File: src/rtl/disp_fmt_pkg.sv
package disp_fmt_pkg;
  localparam int SEG_W = 8;
  localparam int DIG_W = 4;
  typedef logic [SEG_W-1:0] seg_t;

  localparam seg_t SEG_BLANK = 8'h00;
  localparam seg_t SEG_MINUS = 8'h40;
  localparam seg_t SEG_F     = 8'h71;
  localparam seg_t SEG_G     = 8'h3D;
  localparam seg_t SEG_E     = 8'h79;
  localparam seg_t SEG_R     = 8'h50;
  localparam seg_t SEG_O     = 8'h5C;
  localparam seg_t SEG_DP    = 8'h80;

  localparam logic [DIG_W-1:0] MSK_BLANK = 4'd9;
  localparam logic [DIG_W-1:0] MSK_POINT = 4'd2;
  localparam logic [DIG_W-1:0] SIGN_NEG  = 4'd9;
  localparam logic [DIG_W-1:0] SIGN_POS  = 4'd0;

  function automatic seg_t digit_seg(input logic [DIG_W-1:0] d);
    case (d)
      4'd0: return 8'h3F;
      4'd1: return 8'h06;
      4'd2: return 8'h5B;
      4'd3: return 8'h4F;
      4'd4: return 8'h66;
      4'd5: return 8'h6D;
      4'd6: return 8'h7D;
      4'd7: return 8'h07;
      4'd8: return 8'h7F;
      4'd9: return 8'h6F;
      default: return SEG_BLANK;
    endcase
  endfunction

  // fixed message "-- Error --", left aligned
  function automatic seg_t err_msg_seg(input int unsigned pos);
    case (pos)
      0, 1, 9, 10: return SEG_MINUS;
      3:           return SEG_E;
      4, 5, 7:     return SEG_R;
      6:           return SEG_O;
      default:     return SEG_BLANK;
    endcase
  endfunction
endpackage

File: src/rtl/disp_digit_cell.sv
module disp_digit_cell
  import disp_fmt_pkg::*;
#(
  parameter bit IS_SIGN = 1'b0,
  parameter int POS     = 0
) (
  input  logic [DIG_W-1:0] val_i,
  input  logic [DIG_W-1:0] msk_i,
  input  logic             err_i,
  output seg_t             seg_o
);
  seg_t glyph;

  generate
    if (IS_SIGN) begin : g_sign
      always_comb begin
        if (val_i == SIGN_NEG)      glyph = SEG_MINUS;
        else if (val_i == SIGN_POS) glyph = SEG_BLANK;
        else                        glyph = digit_seg(val_i);
      end
    end else begin : g_num
      always_comb glyph = digit_seg(val_i);
    end
  endgenerate

  always_comb begin
    if (err_i)                   seg_o = err_msg_seg(POS);
    else if (msk_i == MSK_BLANK) seg_o = SEG_BLANK;
    else if (msk_i == MSK_POINT) seg_o = glyph | SEG_DP;
    else                         seg_o = glyph;
  end
endmodule

File: src/rtl/disp_ind_cell.sv
module disp_ind_cell
  import disp_fmt_pkg::*;
(
  input  logic shift1_i,
  input  logic shift2_i,
  input  logic turbo_i,
  output seg_t seg_o
);
  seg_t letter;

  // first shift wins when both are set
  always_comb begin
    if (shift1_i)      letter = SEG_F;
    else if (shift2_i) letter = SEG_G;
    else               letter = SEG_BLANK;
    seg_o = turbo_i ? (letter | SEG_DP) : letter;
  end
endmodule

File: src/rtl/disp_frame_reg.sv
module disp_frame_reg #(
  parameter int W = 128
) (
  input  logic         clk_i,
  input  logic         rst_ni,
  input  logic [W-1:0] frame_i,
  output logic [W-1:0] frame_o,
  output logic         update_o
);
  logic [W-1:0] frame_q;
  logic         upd_q;
  logic         first_q;

  always_ff @(posedge clk_i or negedge rst_ni) begin
    if (!rst_ni) begin
      frame_q <= '0;
      upd_q   <= 1'b0;
      first_q <= 1'b1;
    end else begin
      frame_q <= frame_i;
      upd_q   <= first_q | (frame_i != frame_q);
      first_q <= 1'b0;
    end
  end

  assign frame_o  = frame_q;
  assign update_o = upd_q;


  upd_on_change_chk: assert property (@(posedge clk_i) disable iff (!rst_ni)
    (frame_q != $past(frame_q)) |-> upd_q);


  no_spurious_upd_chk: assert property (@(posedge clk_i) disable iff (!rst_ni)
    (!$past(first_q) && $stable(frame_q)) |-> !upd_q);


  first_upd_chk: assert property (@(posedge clk_i) disable iff (!rst_ni)
    $fell(first_q) |-> upd_q);
endmodule

File: src/rtl/calc_disp_fmt.sv
module calc_disp_fmt
  import disp_fmt_pkg::*;
#(
  parameter int NUM_DIGITS  = 14,
  parameter int SIGN_HI_DIG = 13,
  parameter int SIGN_LO_DIG = 2
) (
  input  logic                          clk_i,
  input  logic                          rst_ni,
  input  logic [NUM_DIGITS*DIG_W-1:0]   value_i,
  input  logic [NUM_DIGITS*DIG_W-1:0]   mask_i,
  input  logic                          shift1_i,
  input  logic                          shift2_i,
  input  logic                          turbo_i,
  input  logic                          error_i,
  output logic [(NUM_DIGITS+2)*SEG_W-1:0] seg_o,
  output logic                          update_o
);
  localparam int NUM_POS = NUM_DIGITS + 2;
  localparam int GAP_POS = NUM_DIGITS;
  localparam int IND_POS = NUM_DIGITS + 1;
  localparam int FRAME_W = NUM_POS * SEG_W;

  logic [FRAME_W-1:0] frame_d;
  logic               started_q;

  generate
    for (genvar p = 0; p < NUM_DIGITS; p++) begin : g_pos
      localparam int DI = NUM_DIGITS - 1 - p;
      localparam bit SG = (DI == SIGN_HI_DIG) || (DI == SIGN_LO_DIG);
      seg_t cell_seg;

      disp_digit_cell #(.IS_SIGN(SG), .POS(p)) u_cell (
        .val_i (value_i[DI*DIG_W +: DIG_W]),
        .msk_i (mask_i[DI*DIG_W +: DIG_W]),
        .err_i (error_i),
        .seg_o (cell_seg)
      );
      assign frame_d[p*SEG_W +: SEG_W] = cell_seg;


      blank_mask_chk: assert property (@(posedge clk_i) disable iff (!rst_ni)
        (started_q && !$past(error_i) && ($past(mask_i[DI*DIG_W +: DIG_W]) == MSK_BLANK))
        |-> (seg_o[p*SEG_W +: SEG_W] == SEG_BLANK));
    end
  endgenerate

  assign frame_d[GAP_POS*SEG_W +: SEG_W] = SEG_BLANK;

  seg_t ind_seg;
  disp_ind_cell u_ind (
    .shift1_i (shift1_i),
    .shift2_i (shift2_i),
    .turbo_i  (turbo_i),
    .seg_o    (ind_seg)
  );
  assign frame_d[IND_POS*SEG_W +: SEG_W] = ind_seg;

  disp_frame_reg #(.W(FRAME_W)) u_frame (
    .clk_i    (clk_i),
    .rst_ni   (rst_ni),
    .frame_i  (frame_d),
    .frame_o  (seg_o),
    .update_o (update_o)
  );

  always_ff @(posedge clk_i or negedge rst_ni) begin
    if (!rst_ni) started_q <= 1'b0;
    else         started_q <= 1'b1;
  end


  speed_dp_chk: assert property (@(posedge clk_i) disable iff (!rst_ni)
    started_q |-> (seg_o[IND_POS*SEG_W + SEG_W - 1] == $past(turbo_i)));


  shift_f_chk: assert property (@(posedge clk_i) disable iff (!rst_ni)
    (started_q && $past(shift1_i)) |-> (seg_o[IND_POS*SEG_W +: SEG_W-1] == SEG_F[SEG_W-2:0]));


  err_lead_chk: assert property (@(posedge clk_i) disable iff (!rst_ni)
    (started_q && $past(error_i)) |-> (seg_o[2*SEG_W-1:0] == {SEG_MINUS, SEG_MINUS}));
endmodule

File: config.mk
export PLATFORM = sky130hd
export DESIGN_NAME = calc_disp_fmt
export DESIGN_NICKNAME = d
export VERILOG_FILES = /design/src/rtl/disp_fmt_pkg.sv /design/src/rtl/disp_digit_cell.sv /design/src/rtl/disp_ind_cell.sv /design/src/rtl/disp_frame_reg.sv /design/src/rtl/calc_disp_fmt.sv
export SDC_FILE = /design/constraint.sdc
export NUM_CORES = 1
export LEC_CHECK = 0
export BUFFER_PORTS_ARGS = -buffer_cell sky130_fd_sc_hd__buf_2
export CAP_MARGIN = 20
export CORE_ASPECT_RATIO = 0.8
export CORE_MARGIN = 2
export CORE_UTILIZATION = 30
export CTS_CLUSTER_DIAMETER = 100
export DETAILED_ROUTE_END_ITERATION = 16
export PLACE_DENSITY = 0.52
export RECOVER_POWER = 25
export SYNTH_ARGS = -nofsm -noshare
export SYNTH_HDL_FRONTEND = slang
export SYNTH_SLANG_ARGS = --single-unit
export TNS_END_PERCENT = 50
File: constraint.sdc
create_clock -name clk_i -period 3.95 [get_ports clk_i]
set_input_delay 0.1975 -clock clk_i [delete_from_list [all_inputs] [get_ports clk_i]]
set_output_delay 0.1975 -clock clk_i [all_outputs]
set_load 0.02 [all_outputs]
## Yosys cells after proc, flatten, opt, wreduce, memory -nomap -nowiden

Memory sizes are Yosys's and may differ from the RTL's.
Index checks and enable logic that the tools add are counted.

- Memories: 14
- Bits in read-only memories: 1,568
- Output and inout bits: 129
- Register bits after elaboration: 122

- Mux-type cells: 49
- Equal/unequal tests: 31
- Bitwise logic cells: 1
- Reductions and logical operators: 2

Memories:

| memory | depth | width | read ports | clocked after Yosys merged registers in | wr ports | line | RTL |
|---|---|---|---|---|---|---|---|
| (name not given) | 16 | 7 | 1 | 0 | 0 | disp_fmt_pkg.sv:21 | `case (d)` |
| (name not given) | 16 | 7 | 1 | 0 | 0 | disp_fmt_pkg.sv:21 |  |
| (name not given) | 16 | 7 | 1 | 0 | 0 | disp_fmt_pkg.sv:21 |  |
| (name not given) | 16 | 7 | 1 | 0 | 0 | disp_fmt_pkg.sv:21 |  |
| (name not given) | 16 | 7 | 1 | 0 | 0 | disp_fmt_pkg.sv:21 |  |
| (name not given) | 16 | 7 | 1 | 0 | 0 | disp_fmt_pkg.sv:21 |  |
| 8 more memories | -- | -- | -- | -- | -- | -- |  |

Operator list:

| cell | number |
|---|---|
| 2-to-1 mux 8 bit | 47 |
| inequality test 120 bit | 1 |
| equality test 4 bit, second input constant | 16 |
| equality test 4 x 2 -> 1 bit, second input constant | 14 |
| logical NOT 4 bit | 2 |
| 2-to-1 mux 7 bit | 1 |
| 2-to-1 mux 6 bit | 1 |
| OR 1 bit | 1 |

## Logic depth before layout (Yosys ltp)

Gate-level depths: netlist of the first run.

- Word-level depth: 8
- Depth in mapped cells: 11

## Hierarchy

From an unflattened synthesis of the first run, not the netlist that was laid out.

- Cells, all modules: 876
- Area, all modules: 8,753.4 um^2

Modules (own cells, without submodules):

| module | cells each | area an instance (um^2) | instances |
|---|---|---|---|
| disp_frame_reg | 361 | 4,902.2 | 1 |
| disp_digit_cell at g_pos[12].u_cell ... | 36 | 255.2 | 4 |
| disp_digit_cell at g_pos[10].u_cell ... | 37 | 259.0 | 3 |
| disp_digit_cell at g_pos[4].u_cell ... | 32 | 259.0 | 3 |
| disp_digit_cell at g_pos[11].u_cell | 39 | 329.1 | 1 |
| disp_digit_cell at g_pos[3].u_cell | 41 | 312.8 | 1 |
| disp_digit_cell at g_pos[0].u_cell | 36 | 290.3 | 1 |
| disp_digit_cell at g_pos[6].u_cell | 38 | 276.5 | 1 |
| disp_ind_cell | 9 | 63.8 | 1 |
| calc_disp_fmt | 1 | 3.8 | 1 |

## Least setup slack after synthesis of the first run

Ideal clock, no wire load.

- Kind: input-to-reg
- From: in value_i[53]
- To: reg u_frame.upd_q (netlist: u_frame.update_o)
- Arrival: 2.300 ns
- Library setup time: 0.138 ns
- Data required time: 3.812 ns
- Stages: 10
- Slack: 1.512 ns
- Cells stage by stage: inv_1 ha_1 o31a_1 a2111oi_2 a21boi_0 xor2_1 nor4_1 nand4_1 a2111oi_0 nand4_1

- Cells in the longest elaborated chain, start to end: 8
- Elaborated cells between the ends (all ways): 10
- Those cells by class: 2 x eq/ne; 5 x mux; 1 x bitwise; 1 x reduce/logical; 1 x memory

RTL lines:

| element | line | RTL |
|---|---|---|
| start, declared | calc_disp_fmt.sv:10 | `input logic [NUM_DIGITS*DIG_W-1:0] value_i,` |
| memory read (16 x 7 bit) or logical NOT 4 bit (tied branches) | -- |  |
| 2-to-1 mux 8 bit | disp_digit_cell.sv:18 | `else if (val_i == SIGN_POS) glyph = SEG_BLANK;` |
| 2-to-1 mux 8 bit * | disp_digit_cell.sv:17 | `if (val_i == SIGN_NEG) glyph = SEG_MINUS;` |
| 2-to-1 mux 8 bit * | disp_digit_cell.sv:29 | `else if (msk_i == MSK_POINT) seg_o = glyph \| SEG_DP;` |
| 2-to-1 mux 8 bit * | disp_digit_cell.sv:28 | `else if (msk_i == MSK_BLANK) seg_o = SEG_BLANK;` |
| 2-to-1 mux 8 bit * | disp_digit_cell.sv:27 | `if (err_i) seg_o = err_msg_seg(POS);` |
| named net g_pos[0].cell_seg[2] | calc_disp_fmt.sv:31 | `seg_t cell_seg;` |
| inequality test 120 bit * | disp_frame_reg.sv:21 | `upd_q <= first_q \| (frame_i != frame_q);` |
| OR 1 bit * | disp_frame_reg.sv:21 |  |
| end signal, assigned | disp_frame_reg.sv:21 |  |
| end, declared | disp_frame_reg.sv:11 | `logic upd_q;` |

The timed path passes the listed nets; every way through them passes the cells marked *.

## Worst setup path after layout of the first run

- From: in mask_i[18]
- To: reg u_frame.upd_q (netlist: u_frame.update_o)

- Elaborated cells between the ends (all ways): 7
- Those cells by class: 3 x eq/ne; 3 x mux; 1 x bitwise

RTL lines:

| element | line | RTL |
|---|---|---|
| start, declared | calc_disp_fmt.sv:11 | `input logic [NUM_DIGITS*DIG_W-1:0] mask_i,` |
| equality test 4 bit | disp_digit_cell.sv:28 |  |
| 2-to-1 mux 8 bit | disp_digit_cell.sv:28 |  |
| 2-to-1 mux 8 bit | disp_digit_cell.sv:27 |  |
| named net g_pos[9].cell_seg[2] | calc_disp_fmt.sv:31 |  |
| inequality test 120 bit | disp_frame_reg.sv:21 |  |
| OR 1 bit | disp_frame_reg.sv:21 |  |

The timed path passes the listed nets, and every way through them passes these cells.

==> results of run 1 <==
[sequential cells by signal, indices dropped and copies added, names as in the netlist]
signal,cells
u_frame.first_q,1
u_frame.update_o,1
u_frame.frame_o,116
[through the flow]
step / power (W) / util / cells / area [µm²] / worst slack, ps
floorplan: 0.00191 / - / 920 / 8340 / 1510
global placement: 0.00227 / 0.360 / 1482 / 9800 / 880
detailed placement: 0.00228 / 0.360 / 1482 / 9800 / 758
CTS: 0.00394 / 0.393 / 1543 / 10700 / 786
global route: 0.00407 / 0.390 / 1543 / 10600 / 660
finish: 0.00389 / 0.390 / 1543 / 10600 / 802
[synth_stat cells (13+ instances only)]
| master | instances |
|---|---|
| nor4_1 | 22 |
| o21a_1 | 17 |
| nand4_1 | 14 |
| nor2_1 | 82 |
| nor2b_1 | 15 |
| xnor2_1 | 44 |
| o21ai_0 | 42 |
| nand2b_1 | 48 |
| nor3_1 | 20 |
| dfrtp_1 | 117 |
| o22ai_1 | 13 |
| ha_1 | 70 |
| clkbuf_1 | 22 |
| nand2_1 | 24 |
| buf_4 | 16 |
| a21oi_1 | 53 |
| xor2_1 | 40 |
| inv_1 | 72 |
[per-layer routing]
metal  vias up  routed length (µm)  global-route usage
met2       246               12400               0.290
met5         -                   0                   0
met3        18                2270              0.0535
met4         0                 265              0.0402
met1      3615               14400               0.304
li1       3704                   -                   -
[kinds of logic (layout without fill, tap and decap cells)]
logic type | Yosys count | count (layout) | synth area share
multiplexers | 12 | 12 | 0.0151
buffers and inverters | 120 | 379 | 0.0643
XOR/XNOR | 84 | 84 | 0.0886
other | 1 | 10 | 0.000452
AND/OR/NAND/NOR | 295 | 295 | 0.200
flip-flops | 118 | 118 | 0.356
adder cells (fa/ha/maj) | 70 | 70 | 0.105
AO/OA/AOI/OAI | 211 | 211 | 0.171
[worst max path at each step]
stage,startpoint,to,depth (start not counted)
after floorplan,value_i[53],u_frame.update_o$_DFF_PN0_,10
after global placement,value_i[53],u_frame.update_o$_DFF_PN0_,11
after detailed placement,value_i[53],u_frame.update_o$_DFF_PN0_,11
after CTS,mask_i[18],u_frame.update_o$_DFF_PN0_,11
after global routing,mask_i[18],u_frame.update_o$_DFF_PN0_,11
final,mask_i[18],u_frame.update_o$_DFF_PN0_,11
[cell type report]
type,instances,share of cell area
timing repair buffer,275,0.139
clock inverter,11,0.0142
inverter,73,0.0258
sequential,118,0.278
multi-input combinational,682,0.457
clock buffer,20,0.0430
tap,364,0.0429
[worst max-delay path, stage by stage]
cell and delay [ps]:
dlygate4sd3_1 540, buf_2 130, nand4bb_1 380, nand3_1 340, o21ba_2 210, xor2_1 140, a2111oi_0 410, buf_4 220
nand4_1 170, nor4_1 510, nand4_1 160
[where the power goes]
| part | switching, W | total (W) | internal, W |
|---|---|---|---|
| registers | 0.0000736 | 0.00136 | 0.00128 |
| clock network | 0.000604 | 0.00163 | 0.00102 |
| logic | 0.000575 | 0.000907 | 0.000332 |
[cell usage in the layout (no fill, tap or decap), drive strengths merged, types with 4 or more instances in the layout]
master       netlist  routed
a21boi             5       5
nand4             14      14
nand2b            48      48
o22ai             13      13
nor2b             15      15
a211oi             7       7
nor3              20      20
or3                5       5
a21oi             53      53
conb               1      10
and4bb             6       6
nand3              9       9
buf               25     177
mux2               4       4
a31oi              6       6
nand4bb            7       7
ha                70      70
xor2              40      40
inv               73      74
a22oi              7       7
or2               13      13
clkinv             0       5
mux2i              8       8
o21ai             44      44
dlygate4sd3        0      30
nor4bb             5       5
nor4              23      23
xnor2             44      44
clkbuf            22      88
a2111oi            8       8
nand2             24      24
a21o               7       7
o21a              17      17
dfrtp            117     117
and2              10      10
nor2              84      84
[timing repair]
item,CTS,global route
hold endpoints to repair,85,0
gates resized for setup,0,0
hold buffers,30,0
==> flow_metrics.py, run 1 <==
metrics = {
    "pwr": {
        "ir_drop_v": 0.000295,
        "power_leakage_nw": 5.10,
        "powerDensity_nw_per_um2": 367,
    },
    "cts": {
        "cts_root_buffer": "clkbuf_16",
        "h-tree-depth": 4,
        "cts_made_buffers": 17,
        "cts_tree": "built",
        "cts_setup_buffers": 0,
        "clock_sinks": 118,
        "clk_latency_ps": 420,
        "cts_buffer_depth": 2,
        "cts.clk_slew.worst_paths_ps": 60,
    },
    "yosys": {
        "synthDistinctLibCells": 80,
        "synth_edf_count": 0,
        "ys_seq_elements": 118,
        "synth_seq_area_share": 0.356,
        "syn_inst": 911,
        "ys.flop_type": "dfrtp_1",
        "async_reset_ff_frac": 1.00,
        "avgSynthCellArea_um2": 9.12,
        "synth.top_cell.area_share": 0.353,
        "synth.largest_area_cell": "dfrtp_1",
        "synth_area_um2": 8310,
        "synth_warnings": 0,
        "synth_area_leaders": "dfrtp_1 (35%), ha_1 (11%), xnor2_1 (4.6%), xor2_1 (4.2%), nor2_1 (3.7%)",
    },
    "sta": {
        "worst_pin_slew_ps": 953,
        "finalCritPeriodShare": 0.797,
        "max_freq_mhz": 318,
        "hold_viol": 0,
        "finalMaxSlewViolations": 0,
        "slew_headroom": 0.365,
        "setup_viol": 0,
        "holdWs_ps": 98.6,
        "skew_ps": 5.38,
        "setup_tns_ps": 0,
        "min_period_ps": 3150,
        "rsz0062_at_grt": "no",
    },
    "finish": {
        "final_layout_size_suffix_gt1_frac": 0.198,
        "area_growth_pct": 27.7,
        "num_antenna_cells": 0,
        "regArea_um2": 2950,
        "final_nets": 1355,
        "multiInputGateArea_um2": 4850,
        "fill_cells": 2831,
    },
    "route": {
        "ant_nets": 0,
        "vias": 7583,
        "wl_um": 29400,
        "wire_per_inst_um": 19.0,
        "drc": 0,
        "first_iter_violations": 533,
        "vias_per_cell": 4.91,
        "first_pass_iters": 5,
    },
    "grt": {
        "grt_max_degree": 70,
        "grt.total_usage": 0.203,
        "grt_pass1_wl_um": 44200,
        "antenna_found_initial": 0,
        "grt-ovfl-total": 0,
        "first_global_vias": 7256,
    },
    "hold_path": {
        "worst_hold_path_type": "in2reg",
        "hold_end": "u_frame.frame_o[57]$_DFF_PN0_",
        "min-delay-start": "value_i[26]",
        "whs_path_depth": 2,
    },
    "setup_path": {
        "timing.rr.end": "u_frame.update_o$_DFF_PN0_",
        "rr_worst_depth": 7,
        "startpoint_type": "input port",
        "r2r_slack_ps": 1590,
        "crit_arrival_ps": 3420,
        "critPathRequiredTime_ps": 4220,
        "r2r_start": "u_frame.frame_o[22]$_DFF_PN0_",
        "crit_fanout": 5,
        "cp-end-kind": "flop",
        "crit_type": "in2reg",
    },
    "floorplan": {
        "pin_count": 247,
        "die_w_um": 190,
        "core_area_um2": 27200,
        "floorplan.die.height_um": 153,
        "start_util": 0.305,
        "dieArea_um2": 29000,
        "rows": 54,
    },
    "placed_design": {
        "place.gp.congestion": 0.866,
        "port_buffers": 237,
        "dp_hpwl_um": 23800,
    },
    "run_status": {
        "status": "finished clean",
    },
    "run": {
        "maxCapViolCount": 0,
    },
}
(Power assumes the default switching activity.)
==> run 2, diff against run 1 <==
- ABC_AREA: not set -> 1
- PLACE_DENSITY: 0.52 -> 0.53
- clock period: 3.95 -> 2.7 ns (I/O delays scaled with it)
==> run 2 against run 1 <==
Against the previous run: largest power group unchanged; critical endpoint unchanged; clock skew grew 3.5 ps; cell area up 8.8%; worst setup slack worse by 300 ps.
==> flow_metrics.py, run 2 <==
metrics = {
    "sta": {
        "finalCritPeriodShare": 0.813,
        "hold_viol": 0,
        "worst_pin_slew_ps": 1100,
        "min_period_ps": 2190,
        "skew_ps": 8.89,
        "slew_headroom": 0.266,
        "rsz0062_at_grt": "no",
        "setup_viol": 0,
        "finalMaxSlewViolations": 0,
        "max_freq_mhz": 456,
        "setup_tns_ps": 0,
    },
    "cts": {
        "cts.clk_slew.worst_paths_ps": 60,
        "cts_made_buffers": 17,
        "clock_sinks": 118,
        "h-tree-depth": 4,
        "cts_buffer_depth": 2,
        "cts_root_buffer": "clkbuf_16",
        "cts_setup_buffers": 0,
        "clk_latency_ps": 430,
        "cts_tree": "built",
    },
    "finish": {
        "most-common-layout-cells": "nand2_1 (433), inv_1 (282), buf_2 (226)",
        "final_layout_size_suffix_gt1_frac": 0.176,
        "final_nets": 1868,
        "fill_cells": 3201,
        "area_growth_pct": 27.1,
        "layout.cells.most_common": "nand2_1",
        "fin_cells": 2099,
        "final_util": 0.390,
        "regArea_um2": 2950,
        "multiInputGateArea_um2": 4880,
        "largest_reg_flops": 116,
    },
    "route": {
        "first_pass_iters": 5,
        "wl_um": 31100,
        "vias": 9188,
        "wire_per_inst_um": 14.8,
        "ant_nets": 0,
        "first_iter_violations": 503,
        "vias_per_cell": 4.38,
        "drc": 0,
    },
    "pwr": {
        "p_int_w": 0.00393,
        "p_sw_frac": 0.326,
        "total_power_w": 0.00582,
        "power_frac_seq": 0.340,
        "power_switching_w": 0.00190,
        "ir_drop_v": 0.000366,
        "power_leakage_nw": 7.04,
        "power_frac_clock": 0.415,
        "powerDensity_nw_per_um2": 504,
        "combPwrFrac": 0.245,
    },
    "floorplan": {
        "floorplan.die.height_um": 160,
        "dieArea_um2": 31700,
        "start_util": 0.307,
        "rows": 56,
        "pin_count": 247,
        "die_w_um": 199,
        "core_area_um2": 29600,
    },
    "grt": {
        "grt_pass1_wl_um": 47000,
        "first_global_vias": 8575,
        "grt-ovfl-total": 0,
        "grt_max_degree": 54,
        "grt.total_usage": 0.197,
        "antenna_found_initial": 1,
    },
    "yosys": {
        "synth_area_leaders": "dfrtp_1 (32%), nand2_1 (18%), inv_1 (12%), ha_1 (9.6%), nor2_1 (8.2%)",
        "async_reset_ff_frac": 1.00,
        "synth_edf_count": 0,
        "synth_most_common_cell": "nand2_1",
        "synth.top_cell.area_share": 0.322,
        "ys.flop_type": "dfrtp_1",
        "synth.largest_area_cell": "dfrtp_1",
        "netlist_top_cells_count": "nand2_1 (433), inv_1 (281), nor2_1 (198), dfrtp_1 (117), nand3_1 (106)",
        "avgSynthCellArea_um2": 6.46,
        "syn_inst": 1406,
        "synth_area_um2": 9080,
        "synth_warnings": 0,
        "ys_seq_elements": 118,
        "synthDistinctLibCells": 35,
        "synth_seq_area_share": 0.325,
    },
    "hold_path": {
        "worst_hold_path_type": "in2reg",
    },
    "placed_design": {
        "dp_hpwl_um": 26000,
        "port_buffers": 237,
        "dpl.cell_count": 2044,
        "place.gp.congestion": 0.881,
    },
    "setup_path": {
        "cp-end-kind": "flop",
        "critPathRequiredTime_ps": 3010,
        "crit_fanout": 21,
        "crit_arrival_ps": 2510,
        "startpoint_type": "input port",
        "crit_type": "in2reg",
    },
    "run": {
        "maxCapViolCount": 0,
    },
    "run_status": {
        "status": "finished clean",
    },
}
==> run 2: power by group through the flow <==
| stage | clock network, W | registers, W | logic, W |
|---|---|---|---|
| after floorplan | 0 | 0.00213 | 0.000723 |
| after global placement | 0 | 0.00201 | 0.00142 |
| after detailed placement | 0 | 0.00201 | 0.00143 |
| after CTS | 0.00248 | 0.00198 | 0.00145 |
| after global routing | 0.00256 | 0.00200 | 0.00161 |
| final | 0.00241 | 0.00198 | 0.00143 |
==> run 2: path summary, 6_finish.rpt <==
kind	from	endpoint	slack (ps)	cells after the start
max in group asynchronous	rst_ni	u_frame.frame_o[92]$_DFF_PN0_	1240	3
setup reg to reg	u_frame.frame_o[39]$_DFF_PN0_	u_frame.update_o$_DFF_PN0_	1000	11
hold reg to reg	u_frame.frame_o[110]$_DFF_PN0_	u_frame.update_o$_DFF_PN0_	760	6
setup / recovery	error_i	u_frame.update_o$_DFF_PN0_	510	14
hold / removal	mask_i[12]	u_frame.frame_o[87]$_DFF_PN0_	20	4
min in group asynchronous	rst_ni	u_frame.frame_o[87]$_DFF_PN0_	440	2
==> run 2: what timing repair did <==
action,CTS,global route
endpoints found under the hold margin,51,0
hold buffers,23,0
gates resized for setup,0,0
==> run 2: logic make-up (layout without fill, tap and decap cells) <==
logic type      count (synthesis)  count (layout)  synth area share
buf+inv                       313             590             0.139
compound gates                 86              86            0.0566
xor+xnor                        8               8           0.00771
other cells                     1              11          0.000413
flops                         118             118             0.325
simple gates                  810             810             0.374
fa+ha+maj                      70              70            0.0964
==> run 2: final cells by class <==
| class | instances | share of cell area |
|---|---|---|
| multi-input combinational | 984 | 0.423 |
| clock inverter | 10 | 0.0132 |
| antenna | 1 | 0.000217 |
| tap | 406 | 0.0440 |
| inverter | 292 | 0.0949 |
| clock buffer | 21 | 0.0399 |
| sequential | 118 | 0.256 |
| timing repair buffer | 267 | 0.129 |
==> run 2: per-stage QoR <==
step | hold slack (ps) | worst slack [ps] | area [µm²]
2_1_floorplan | -161 | 1230 | 9120
3_3_place_gp | 178 | 423 | 10700
3_5_place_dp | 173 | 394 | 10700
4_1_cts | 3.29 | 688 | 11600
5_1_grt | 28.7 | 247 | 11500
6_report | 17.1 | 505 | 11500
==> run 2: metal layers <==
layer	vias up	share of wire	GRT usage
li1	4799	-	-
met3	18	0.078	0.0551
met5	-	0.00029	0
met1	4137	0.48	0.275
met4	2	0.0079	0.0380
met2	232	0.43	0.303
==> run 2: critical path, cell delays in order <==
cell and delay (ps):
clkbuf_1 110, inv_1 740, buf_12 250, nand2_1 70
nor2_1 230, nand2_1 150, nand2_1 80, nand4_1 100
nor2_1 140, nand2_1 130, nor2_1 110, nand2_1 50
nor2_1 130, nand2_1 70
